===== src/rtl/tx_nest_pkg.sv =====
package tx_nest_pkg;

  typedef enum logic [1:0] {
    MODE_IDLE  = 2'd0,
    MODE_ELIDE = 2'd1,
    MODE_EXPL  = 2'd2
  } txMode_e;

  // cause bit positions inside the status word
  localparam int CAUSE_W        = 6;
  localparam int CB_EXPLICIT    = 0;
  localparam int CB_CONFLICT    = 1;
  localparam int CB_NEST        = 3;
  localparam int CB_INNER       = 4;
  localparam int CB_MIXED       = 5;

  typedef struct packed {
    logic               insert;    // record lockAddr in a free slot
    logic               clearAll;  // drop every elided lock
    logic               latchStat; // capture a new abort status
    logic [CAUSE_W-1:0] cause;     // cause bits for the status word
  } txStrobe_t;

endpackage


===== src/rtl/tx_lock_table.sv =====
module tx_lock_table
  import tx_nest_pkg::*;
#(
  parameter int ADDR_W     = 32,
  parameter int LOCK_SLOTS = 2
) (
  input  logic              clk,
  input  logic              rstN,
  input  txStrobe_t         strobe,
  input  logic [ADDR_W-1:0] lockAddr,
  input  logic [7:0]        abortCode,
  output logic              hit,
  output logic              full,
  output logic [31:0]       abortStatus
);

  localparam int PAD_W = 32 - 8 - CAUSE_W;

  logic [LOCK_SLOTS-1:0] slotValid;
  logic [ADDR_W-1:0]     slotAddr [LOCK_SLOTS];
  logic [LOCK_SLOTS-1:0] slotMatch;
  logic [LOCK_SLOTS-1:0] freeOh;
  logic [31:0]           statusQ;

  // first free slot, one-hot
  always_comb begin
    logic taken;
    taken  = 1'b0;
    freeOh = '0;
    for (int i = 0; i < LOCK_SLOTS; i++) begin
      if (!slotValid[i] && !taken) begin
        freeOh[i] = 1'b1;
        taken     = 1'b1;
      end
    end
  end

  genvar g;
  generate
    for (g = 0; g < LOCK_SLOTS; g++) begin : gSlot
      assign slotMatch[g] = slotValid[g] && (slotAddr[g] == lockAddr);

      always_ff @(posedge clk) begin
        if (!rstN || strobe.clearAll) begin
          slotValid[g] <= 1'b0;
          slotAddr[g]  <= '0;
        end else if (strobe.insert && !hit && freeOh[g]) begin
          slotValid[g] <= 1'b1;
          slotAddr[g]  <= lockAddr;
        end
      end
    end
  endgenerate

  assign hit  = |slotMatch;
  assign full = &slotValid;

  always_ff @(posedge clk) begin
    if (!rstN) begin
      statusQ <= '0;
    end else if (strobe.latchStat) begin
      statusQ <= {(strobe.cause[CB_EXPLICIT] ? abortCode : 8'h00),
                  {PAD_W{1'b0}}, strobe.cause};
    end
  end

  assign abortStatus = statusQ;

endmodule


===== src/rtl/tx_nest_fsm.sv =====
module tx_nest_fsm
  import tx_nest_pkg::*;
#(
  parameter int MAX_DEPTH = 7
) (
  input  logic      clk,
  input  logic      rstN,
  input  logic      acqValid,
  input  logic      relValid,
  input  logic      beginCmd,
  input  logic      endCmd,
  input  logic      abortCmd,
  input  logic      conflict,
  input  logic      hit,
  input  logic      full,
  output txStrobe_t strobe,
  output logic      inTx,
  output logic      elideGrant,
  output logic      restartOuter
);

  localparam int DEPTH_W = $clog2(MAX_DEPTH + 1);
  localparam logic [DEPTH_W-1:0] DEPTH_TOP = DEPTH_W'(MAX_DEPTH);
  localparam logic [DEPTH_W-1:0] DEPTH_ONE = DEPTH_W'(1);

  txMode_e           modeQ, modeD;
  logic [DEPTH_W-1:0] depthQ, depthD;
  logic              grantD, restartD;
  logic              doAbort;
  logic [CAUSE_W-1:0] causeD;

  always_comb begin
    modeD    = modeQ;
    depthD   = depthQ;
    grantD   = 1'b0;
    doAbort  = 1'b0;
    causeD   = '0;
    strobe   = '0;

    if (conflict && modeQ != MODE_IDLE) begin
      doAbort = 1'b1;
      causeD[CB_CONFLICT] = 1'b1;
    end else if (abortCmd && modeQ == MODE_EXPL) begin
      doAbort = 1'b1;
      causeD[CB_EXPLICIT] = 1'b1;
    end else if (beginCmd) begin
      unique case (modeQ)
        MODE_IDLE: begin
          modeD  = MODE_EXPL;
          depthD = DEPTH_ONE;
        end
        MODE_EXPL: begin
          if (depthQ == DEPTH_TOP) begin
            doAbort = 1'b1;
            causeD[CB_NEST] = 1'b1;
          end else begin
            depthD = depthQ + DEPTH_ONE;
          end
        end
        default: begin
          doAbort = 1'b1;
          causeD[CB_MIXED] = 1'b1;
        end
      endcase
    end else if (endCmd && modeQ == MODE_EXPL) begin
      depthD = depthQ - DEPTH_ONE;
      if (depthQ == DEPTH_ONE) begin
        modeD = MODE_IDLE;
      end
    end else if (acqValid) begin
      if (modeQ == MODE_IDLE) begin
        modeD         = MODE_ELIDE;
        depthD        = DEPTH_ONE;
        strobe.insert = 1'b1;
        grantD        = 1'b1;
      end else if (modeQ == MODE_ELIDE && (hit || !full)) begin
        if (depthQ == DEPTH_TOP) begin
          doAbort = 1'b1;
          causeD[CB_NEST] = 1'b1;
        end else begin
          depthD        = depthQ + DEPTH_ONE;
          strobe.insert = 1'b1;
          grantD        = 1'b1;
        end
      end
    end else if (relValid && modeQ == MODE_ELIDE && hit) begin
      depthD = depthQ - DEPTH_ONE;
      if (depthQ == DEPTH_ONE) begin
        modeD           = MODE_IDLE;
        strobe.clearAll = 1'b1;
      end
    end

    if (doAbort) begin
      causeD[CB_INNER] = (depthQ > DEPTH_ONE);
      modeD            = MODE_IDLE;
      depthD           = '0;
      strobe.insert    = 1'b0;
      strobe.clearAll  = 1'b1;
      strobe.latchStat = 1'b1;
      strobe.cause     = causeD;
    end
    restartD = doAbort;
  end

  always_ff @(posedge clk) begin
    if (!rstN) begin
      modeQ        <= MODE_IDLE;
      depthQ       <= '0;
      elideGrant   <= 1'b0;
      restartOuter <= 1'b0;
    end else begin
      modeQ        <= modeD;
      depthQ       <= depthD;
      elideGrant   <= grantD;
      restartOuter <= restartD;
    end
  end

  assign inTx = (modeQ != MODE_IDLE);

endmodule


===== src/rtl/tx_nest_ctrl.sv =====
module tx_nest_ctrl
  import tx_nest_pkg::*;
#(
  parameter int ADDR_W     = 32,
  parameter int MAX_DEPTH  = 7,
  parameter int LOCK_SLOTS = 2
) (
  input  logic              clk,
  input  logic              rstN,
  input  logic              acqValid,
  input  logic              relValid,
  input  logic [ADDR_W-1:0] lockAddr,
  input  logic              beginCmd,
  input  logic              endCmd,
  input  logic              abortCmd,
  input  logic [7:0]        abortCode,
  input  logic              conflict,
  output logic              inTx,
  output logic              testFlag,
  output logic              elideGrant,
  output logic              restartOuter,
  output logic [31:0]       abortStatus
);

  txStrobe_t strobe;
  logic      hit;
  logic      full;

  tx_nest_fsm #(.MAX_DEPTH(MAX_DEPTH)) u_fsm (
    .clk(clk), .rstN(rstN),
    .acqValid(acqValid), .relValid(relValid),
    .beginCmd(beginCmd), .endCmd(endCmd),
    .abortCmd(abortCmd), .conflict(conflict),
    .hit(hit), .full(full),
    .strobe(strobe), .inTx(inTx),
    .elideGrant(elideGrant), .restartOuter(restartOuter)
  );

  tx_lock_table #(.ADDR_W(ADDR_W), .LOCK_SLOTS(LOCK_SLOTS)) u_table (
    .clk(clk), .rstN(rstN),
    .strobe(strobe), .lockAddr(lockAddr), .abortCode(abortCode),
    .hit(hit), .full(full), .abortStatus(abortStatus)
  );

  assign testFlag = !inTx;

endmodule


===== config.mk =====
export PLATFORM = sky130hd
export DESIGN_NAME = tx_nest_ctrl
export DESIGN_NICKNAME = d
export VERILOG_FILES = /design/src/rtl/tx_nest_pkg.sv /design/src/rtl/tx_lock_table.sv /design/src/rtl/tx_nest_fsm.sv /design/src/rtl/tx_nest_ctrl.sv
export SDC_FILE = /design/constraint.sdc
export NUM_CORES = 1
export LEC_CHECK = 0
export ABC_AREA = 1
export ABC_CLOCK_PERIOD_IN_PS = 4400
export BUFFER_PORTS_ARGS = -buffer_cell sky130_fd_sc_hd__buf_2
export CORE_MARGIN = 2
export CORE_UTILIZATION = 55
export CTS_BUF_LIST = sky130_fd_sc_hd__clkbuf_4 sky130_fd_sc_hd__clkbuf_8
export CTS_CLUSTER_DIAMETER = 200
export DETAILED_ROUTE_END_ITERATION = 12
export HOLD_SLACK_MARGIN = 0.06
export PLACE_DENSITY = 0.78
export SYNTH_ARGS = -nofsm -noshare
export SYNTH_HDL_FRONTEND = slang
export SYNTH_HIERARCHICAL = 1
export SYNTH_SLANG_ARGS = --single-unit

===== constraint.sdc =====
create_clock -name clk -period 4.4 [get_ports clk]
set_input_delay 0.22 -clock clk [delete_from_list [all_inputs] [get_ports clk]]
set_output_delay 0.22 -clock clk [all_outputs]
set_load 0.02 [all_outputs]

==> results_dict.tcl, run 1 <==
set metrics [dict create \
    crit_fanout 34 \
    ios 84 \
    fmax_mhz 287 \
    crit_arrival_ns 3.50 \
    synth_area_um2 5160 \
    period_share_pct 79.3 \
    total_power_mw 1.98 \
    synthCells 655 \
    post_cts_resized 0 \
    cap_violations 0 \
    drcViolationCount 0 \
    crit_path_end_kind "flop" \
    routed_wl_um 12000 \
    ant_nets 0 \
    post-cts-setup-buffer-count 0 \
    ys_warn_count 6 \
    met2_usage_pct 41.9 \
    drv_slew 0 \
    coreArea_um2 9150 \
    vias 4388 \
    grt_max_degree 35 \
    cts.sinks 87 \
    setup_violations 0 \
    met3_usage_pct 4.72 \
    use_met1_pct 31.1 \
    synth_cell_type_count 39 \
    antenna_cells 0 \
    min_path_type "input port to flop" \
    yosysSeqAreaShare_pct 46.1 \
    grt_util_all_layers_pct 24.7 \
    finalHoldViolCount 0 \
    drive_gt1_share_pct 22.7 \
    antenna_found_initial 1 \
    grt_pass1_wl_um 19800 \
    crit_path_start_kind "flop" \
    reg2reg_setup_slack_ns 0.91 \
    rsz0062_at_grt "no" \
    top_usage_layer "met2" \
    fin_skew_ns 0.0211 \
    numCtsBuffers 9 \
    final.setup.tns_ns 0 \
    root_buffer "clkbuf_8" \
    yosys_register_bits 87 \
    synth_area_per_cell_um2 7.88 \
    power.leakage_nw 2.59 \
    drt_iter0_drc 289 \
    num_rows 35 \
    nFillCells 818 \
    synth-edff-count 64 \
    first_pass_iters 7 \
    clock_latency_ns 0.37 \
    max_slew_margin_pct 45.2 \
    dieHeight_um 101 \
    place_congestion 0.946 \
    outcome "completed" \
    layout_commonest_cell "nand2_1" \
    worst_pin_slew_ns 0.820 \
    grt_pass1_vias 4288 \
    syn_to_final_growth_pct 9.52 \
    hold_buffers 0 \
    cts_max_level 3 \
    initial_core_util_pct 56.4 \
    synth_ff_type "edfxtp_1" \
    layout.nets 768 \
    power_density_nw_per_um2 349 \
    port_buffers 65 \
    fin_crit_ns 3.49 \
    peakVddDrop_mv 0.215 \
    clkTransAtPathRegs_ns 0.10 \
    cts_buffer_depth 2 \
    path_class "flop to flop" \
    dp_hpwl_um 8790 \
    fp.dieW_um 101 \
    dieArea_um2 10200 \
    grt_overflow 0 \
    ys_async_sr_fraction_pct 0 \
    cts_tree "built" \
    vias_per_cell 5.27 \
    critPathRequiredTime_ns 4.41 \
    wl_per_cell_um 14.4 \
    layout_common_cells "nand2_1 (184), inv_1 (65), buf_2 (65), nor2_1 (65), edfxtp_1 (64)" \
]
[path summary, 6_finish.rpt]
| check | startpoint | cells after the start | end |
|---|---|---|---|
| setup / recovery | u_table/slotAddr[0][23] | 18 | u_table/slotAddr[0][21] |
| setup reg to reg | u_table/slotAddr[0][23] | 18 | u_table/slotAddr[0][21] |
| hold / removal | abortCode[6] | 3 | u_table/abortStatus[30] |
| hold reg to reg | u_table/abortStatus[25] | 2 | u_table/abortStatus[25] |
[state kept, by name, indices dropped and copies added, names as in the netlist]
name                 cells
u_table/slotAddr        64
u_table/abortStatus     14
u_fsm/depthQ             3
u_fsm/modeQ              2
u_table/slotValid        2
u_fsm/elideGrant         1
u_fsm/restartOuter       1
[logic make-up after synthesis]
logic type               synth area share, %
AND/OR/NAND/NOR                         34.4
buffers and inverters                   11.3
flip-flops                              46.1
AO/OA/AOI/OAI                           3.83
XOR/XNOR                                3.39
adder cells (fa/ha/maj)                0.727
other                                  0.145
[metal layers]
metal	part of all wire, %	routed length, um
met4	2.5	301
met5	0.11	13
met2	49	5870
met3	6.8	816
met1	42	4980
[worst max-delay path, stage by stage, from the launching register on]
cell,delay (ns)
edfxtp_1,0.40
nand2_1,0.09
nand2_1,0.05
nor2_1,0.19
nand2_1,0.07
nor2_1,0.11
nand3_1,0.08
nor2_1,0.17
nor2_4,0.08
inv_1,0.08
inv_1,0.04
nand2_1,0.07
nand2_1,0.08
o21ai_1,0.14
nand3_1,0.10
nor2_1,0.35
nand3_4,0.43
nand2_1,0.17
buf_4,0.41
[synth_stat cells (2+ instances only)]
cell,instances,area [um2]
buf_4,21,158
buf_2,5,25.0
nor2_2,31,194
a21oi_1,19,95.1
or2_2,3,18.8
nand2_2,2,12.5
clkbuf_1,4,15.0
conb_1,2,7.51
inv_1,65,244
buf_8,2,30.0
edfxtp_1,64,1920
nor2_4,3,33.8
nand3_1,34,170
o21ai_1,5,25.0
nand3b_1,2,15.0
o21ai_0,9,45.0
ha_1,3,37.5
nand2_1,184,691
xor2_1,5,43.8
nor2_1,65,244
inv_2,25,93.8
or2_1,2,12.5
nand4_1,11,68.8
or2_0,2,12.5
nor3_2,8,80.1
nor3_1,26,130
xnor2_1,15,131
nand3_2,5,50.1
dfxtp_1,23,460
[metrics by stage]
stage	utilization (%)	instances	setup slack [ns]	cell area, um2	hold slack, ns
2_1_floorplan	-	672	1.24	5230	0.352
3_3_place_gp	59.8	817	1.07	5470	0.452
3_5_place_dp	59.8	817	0.961	5470	0.459
4_1_cts	61.8	833	0.926	5650	0.0901
5_1_grt	61.8	833	0.528	5650	0.0963
6_report	61.8	833	0.910	5650	0.0982
[final cells by class]
cell class / instances / area [um2] / area share, %
inverters: 91 / 342 / 6.04
multi-input cells: 460 / 2260 / 40.0
clock inverters: 7 / 60.1 / 1.06
well taps: 111 / 139 / 2.46
repair buffers: 68 / 348 / 6.15
flip-flops and latches: 87 / 2380 / 42.1
clock buffers: 9 / 124 / 2.19
[power by group]
part | switching [mW] | internal [mW]
Clock | 0.318 | 0.218
Combinational | 0.296 | 0.130
Sequential | 0.0439 | 0.970
Total | 0.658 | 1.32
(Power assumes the default switching activity.)
==> run 2: changes to the inputs <==
Settings changed: ABC_CLOCK_PERIOD_IN_PS 4400 to 3200, CORE_UTILIZATION 55 to 53, PLACE_DENSITY 0.78 to 0.79.
Clock period 4.4 ns to 3.2 ns, I/O delays scaled along.
==> results_dict.tcl, run 2 (synthesis results as in run 1) <==
set metrics [dict create \
    max_slew_margin_pct 65.0 \
    met3_usage_pct 6.10 \
    use_met1_pct 28.8 \
    fmax_mhz 349 \
    numCtsBuffers 9 \
    drcViolationCount 0 \
    vias_per_cell 5.13 \
    dieArea_um2 10500 \
    place_congestion 0.897 \
    met2_usage_pct 42.6 \
    path_cells "xnor2_1, nand2_1, nor2_1, nand3b_1, nor2_2, nor2_4, inv_1, inv_1, nand2_1, nand2_1, o21ai_1, nand3_1, nor2_2, nand3_1, nand2_1, buf_12" \
    cp_slowest_cell "edfxtp_1" \
    period_share_pct 89.5 \
    crit_path_end_kind "flop" \
    crit_arrival_ns 2.92 \
    ios 84 \
    grt_max_degree 34 \
    fin_skew_ns 0.0109 \
    outcome "completed" \
    critPathRequiredTime_ns 3.25 \
    grt_pass1_vias 4168 \
    crit_top_cell "nand2_1" \
    post-cts-setup-buffer-count 0 \
    clock_latency_ns 0.36 \
    cts_tree "built" \
    fin_crit_ns 2.87 \
    path_buf_inv 3 \
    dp_hpwl_um 8890 \
    layout.nets 776 \
    critPathTopFamily "simple AND/OR/NAND/NOR gates" \
    whs_path_depth 3 \
    finalNonFillerCells 863 \
    peakVddDrop_mv 0.269 \
    cts.sinks 87 \
    path_class "flop to flop" \
    min_to "u_table/abortStatus[24]" \
    rr_worst_depth 16 \
    port_buffers 65 \
    routed_wl_um 12200 \
    initial_core_util_pct 53.8 \
    worst_pin_slew_ns 0.524 \
    timing.rr.end "u_table/slotAddr[1][7]" \
    drt_iter0_drc 318 \
    dieHeight_um 103 \
    vias 4423 \
    holdCritStartpoint "abortCode[0]" \
    cts_max_level 3 \
    layout_common_cells "nand2_1 (184), inv_1 (65), buf_2 (65)" \
    top_usage_layer "met2" \
    first_pass_iters 4 \
    cts_buffer_depth 2 \
    top_register "u_table/slotAddr" \
    dp_cells 842 \
    rsz0062_at_grt "no" \
    fp.dieW_um 103 \
    rr_startpoint "u_table/slotAddr[1][16]" \
    final.setup.tns_ns 0 \
    cp_slowest_stage_delay_ns 0.39 \
    power_density_nw_per_um2 485 \
    syn_to_final_growth_pct 13.1 \
    largest_reg_flops 64 \
    num_rows 36 \
    power.leakage_nw 2.66 \
    crit_path_start_kind "flop" \
    clkTransAtPathRegs_ns 0.09 \
    grt_overflow 0 \
    grt_pass1_wl_um 19400 \
    antenna_found_initial 1 \
    grt_util_all_layers_pct 24.1 \
    drv_slew 0 \
    ant_nets 0 \
    min_path_type "input port to flop" \
    reg2reg_setup_slack_ns 0.33 \
    crit_fanout 32 \
    coreArea_um2 9590 \
    finalHoldViolCount 0 \
    antenna_cells 0 \
    nFillCells 870 \
    root_buffer "clkbuf_8" \
    setup_violations 0 \
    layout_commonest_cell "nand2_1" \
    cap_violations 0 \
    wl_per_cell_um 14.1 \
    drive_gt1_share_pct 23.0 \
]
run 2: cell types whose count changed in the layout (fill, tap and decap cells not counted), moves of 2 or more:
cell,previous run,this run
inv_8,2,0
buf_12,0,4
clkbuf_8,9,12
dlygate4sd3_1,0,5
clkbuf_4,0,2
inv_6,2,0
run 2: final cells by class:
class	count	area, um2	area share (%)
clock buffers	14	180	3.09
clock inverters	2	36.3	0.621
inverters	91	342	5.85
multi-input cells	460	2260	38.7
flip-flops and latches	87	2380	40.8
well taps	133	166	2.85
repair buffers	76	470	8.06
run 2: report_power, final:
part	leakage [nW]	switching [mW]	internal [mW]
Combinational	1.66	0.409	0.199
Sequential	0.890	0.0615	1.33
Clock	0.114	0.386	0.444
run 2: stage by stage:
| stage | utilization (%) | hold WS, ns | power (mW) | setup slack, ns | cell area (um2) |
|---|---|---|---|---|---|
| 2_1_floorplan | - | 0.292 | 1.83 | 0.0427 | 5230 |
| 5_1_grt | 60.9 | 0.0725 | 2.98 | 0.0336 | 5840 |
| 4_1_cts | 60.7 | 0.0628 | 2.84 | 0.233 | 5830 |
| 6_report | 60.9 | 0.0817 | 2.83 | 0.335 | 5840 |
| 3_5_place_dp | 58.1 | 0.437 | 2.02 | 0.271 | 5570 |
| 3_3_place_gp | 58.1 | 0.431 | 2.00 | 0.385 | 5570 |
run 2: tightest hold or removal path, stage by stage:
cell and delay (ns):
buf_2 0.10, nand3_1 0.08, a21oi_1 0.06
run 2: routing by layer:
| metal | part of all wire [%] | wire [um] |
|---|---|---|
| met1 | 41 | 5050 |
| met2 | 50 | 6160 |
| met3 | 6.2 | 759 |
| met4 | 1.8 | 224 |
| met5 | 0.090 | 11 |
run 2: repair_timing:
item                                    4_1_cts  5_1_grt
gates resized for setup                       0        1
hold endpoints to repair                      4        1
hold buffers                                  4        1
endpoints found under the setup margin        0       90
run 2: worst max path at each step:
stage | from | endpoint | cells past startpoint
2_1_floorplan | u_table/slotAddr[0][18] | u_table/slotAddr[0][0] | 15
3_3_place_gp | u_table/slotAddr[1][16] | u_table/slotAddr[1][0] | 16
3_5_place_dp | u_table/slotAddr[1][16] | u_table/slotAddr[0][12] | 16
4_1_cts | u_table/slotAddr[1][16] | u_table/slotAddr[1][7] | 16
5_1_grt | u_table/slotAddr[1][16] | u_table/slotAddr[0][20] | 16
6_report | u_table/slotAddr[1][16] | u_table/slotAddr[1][7] | 16
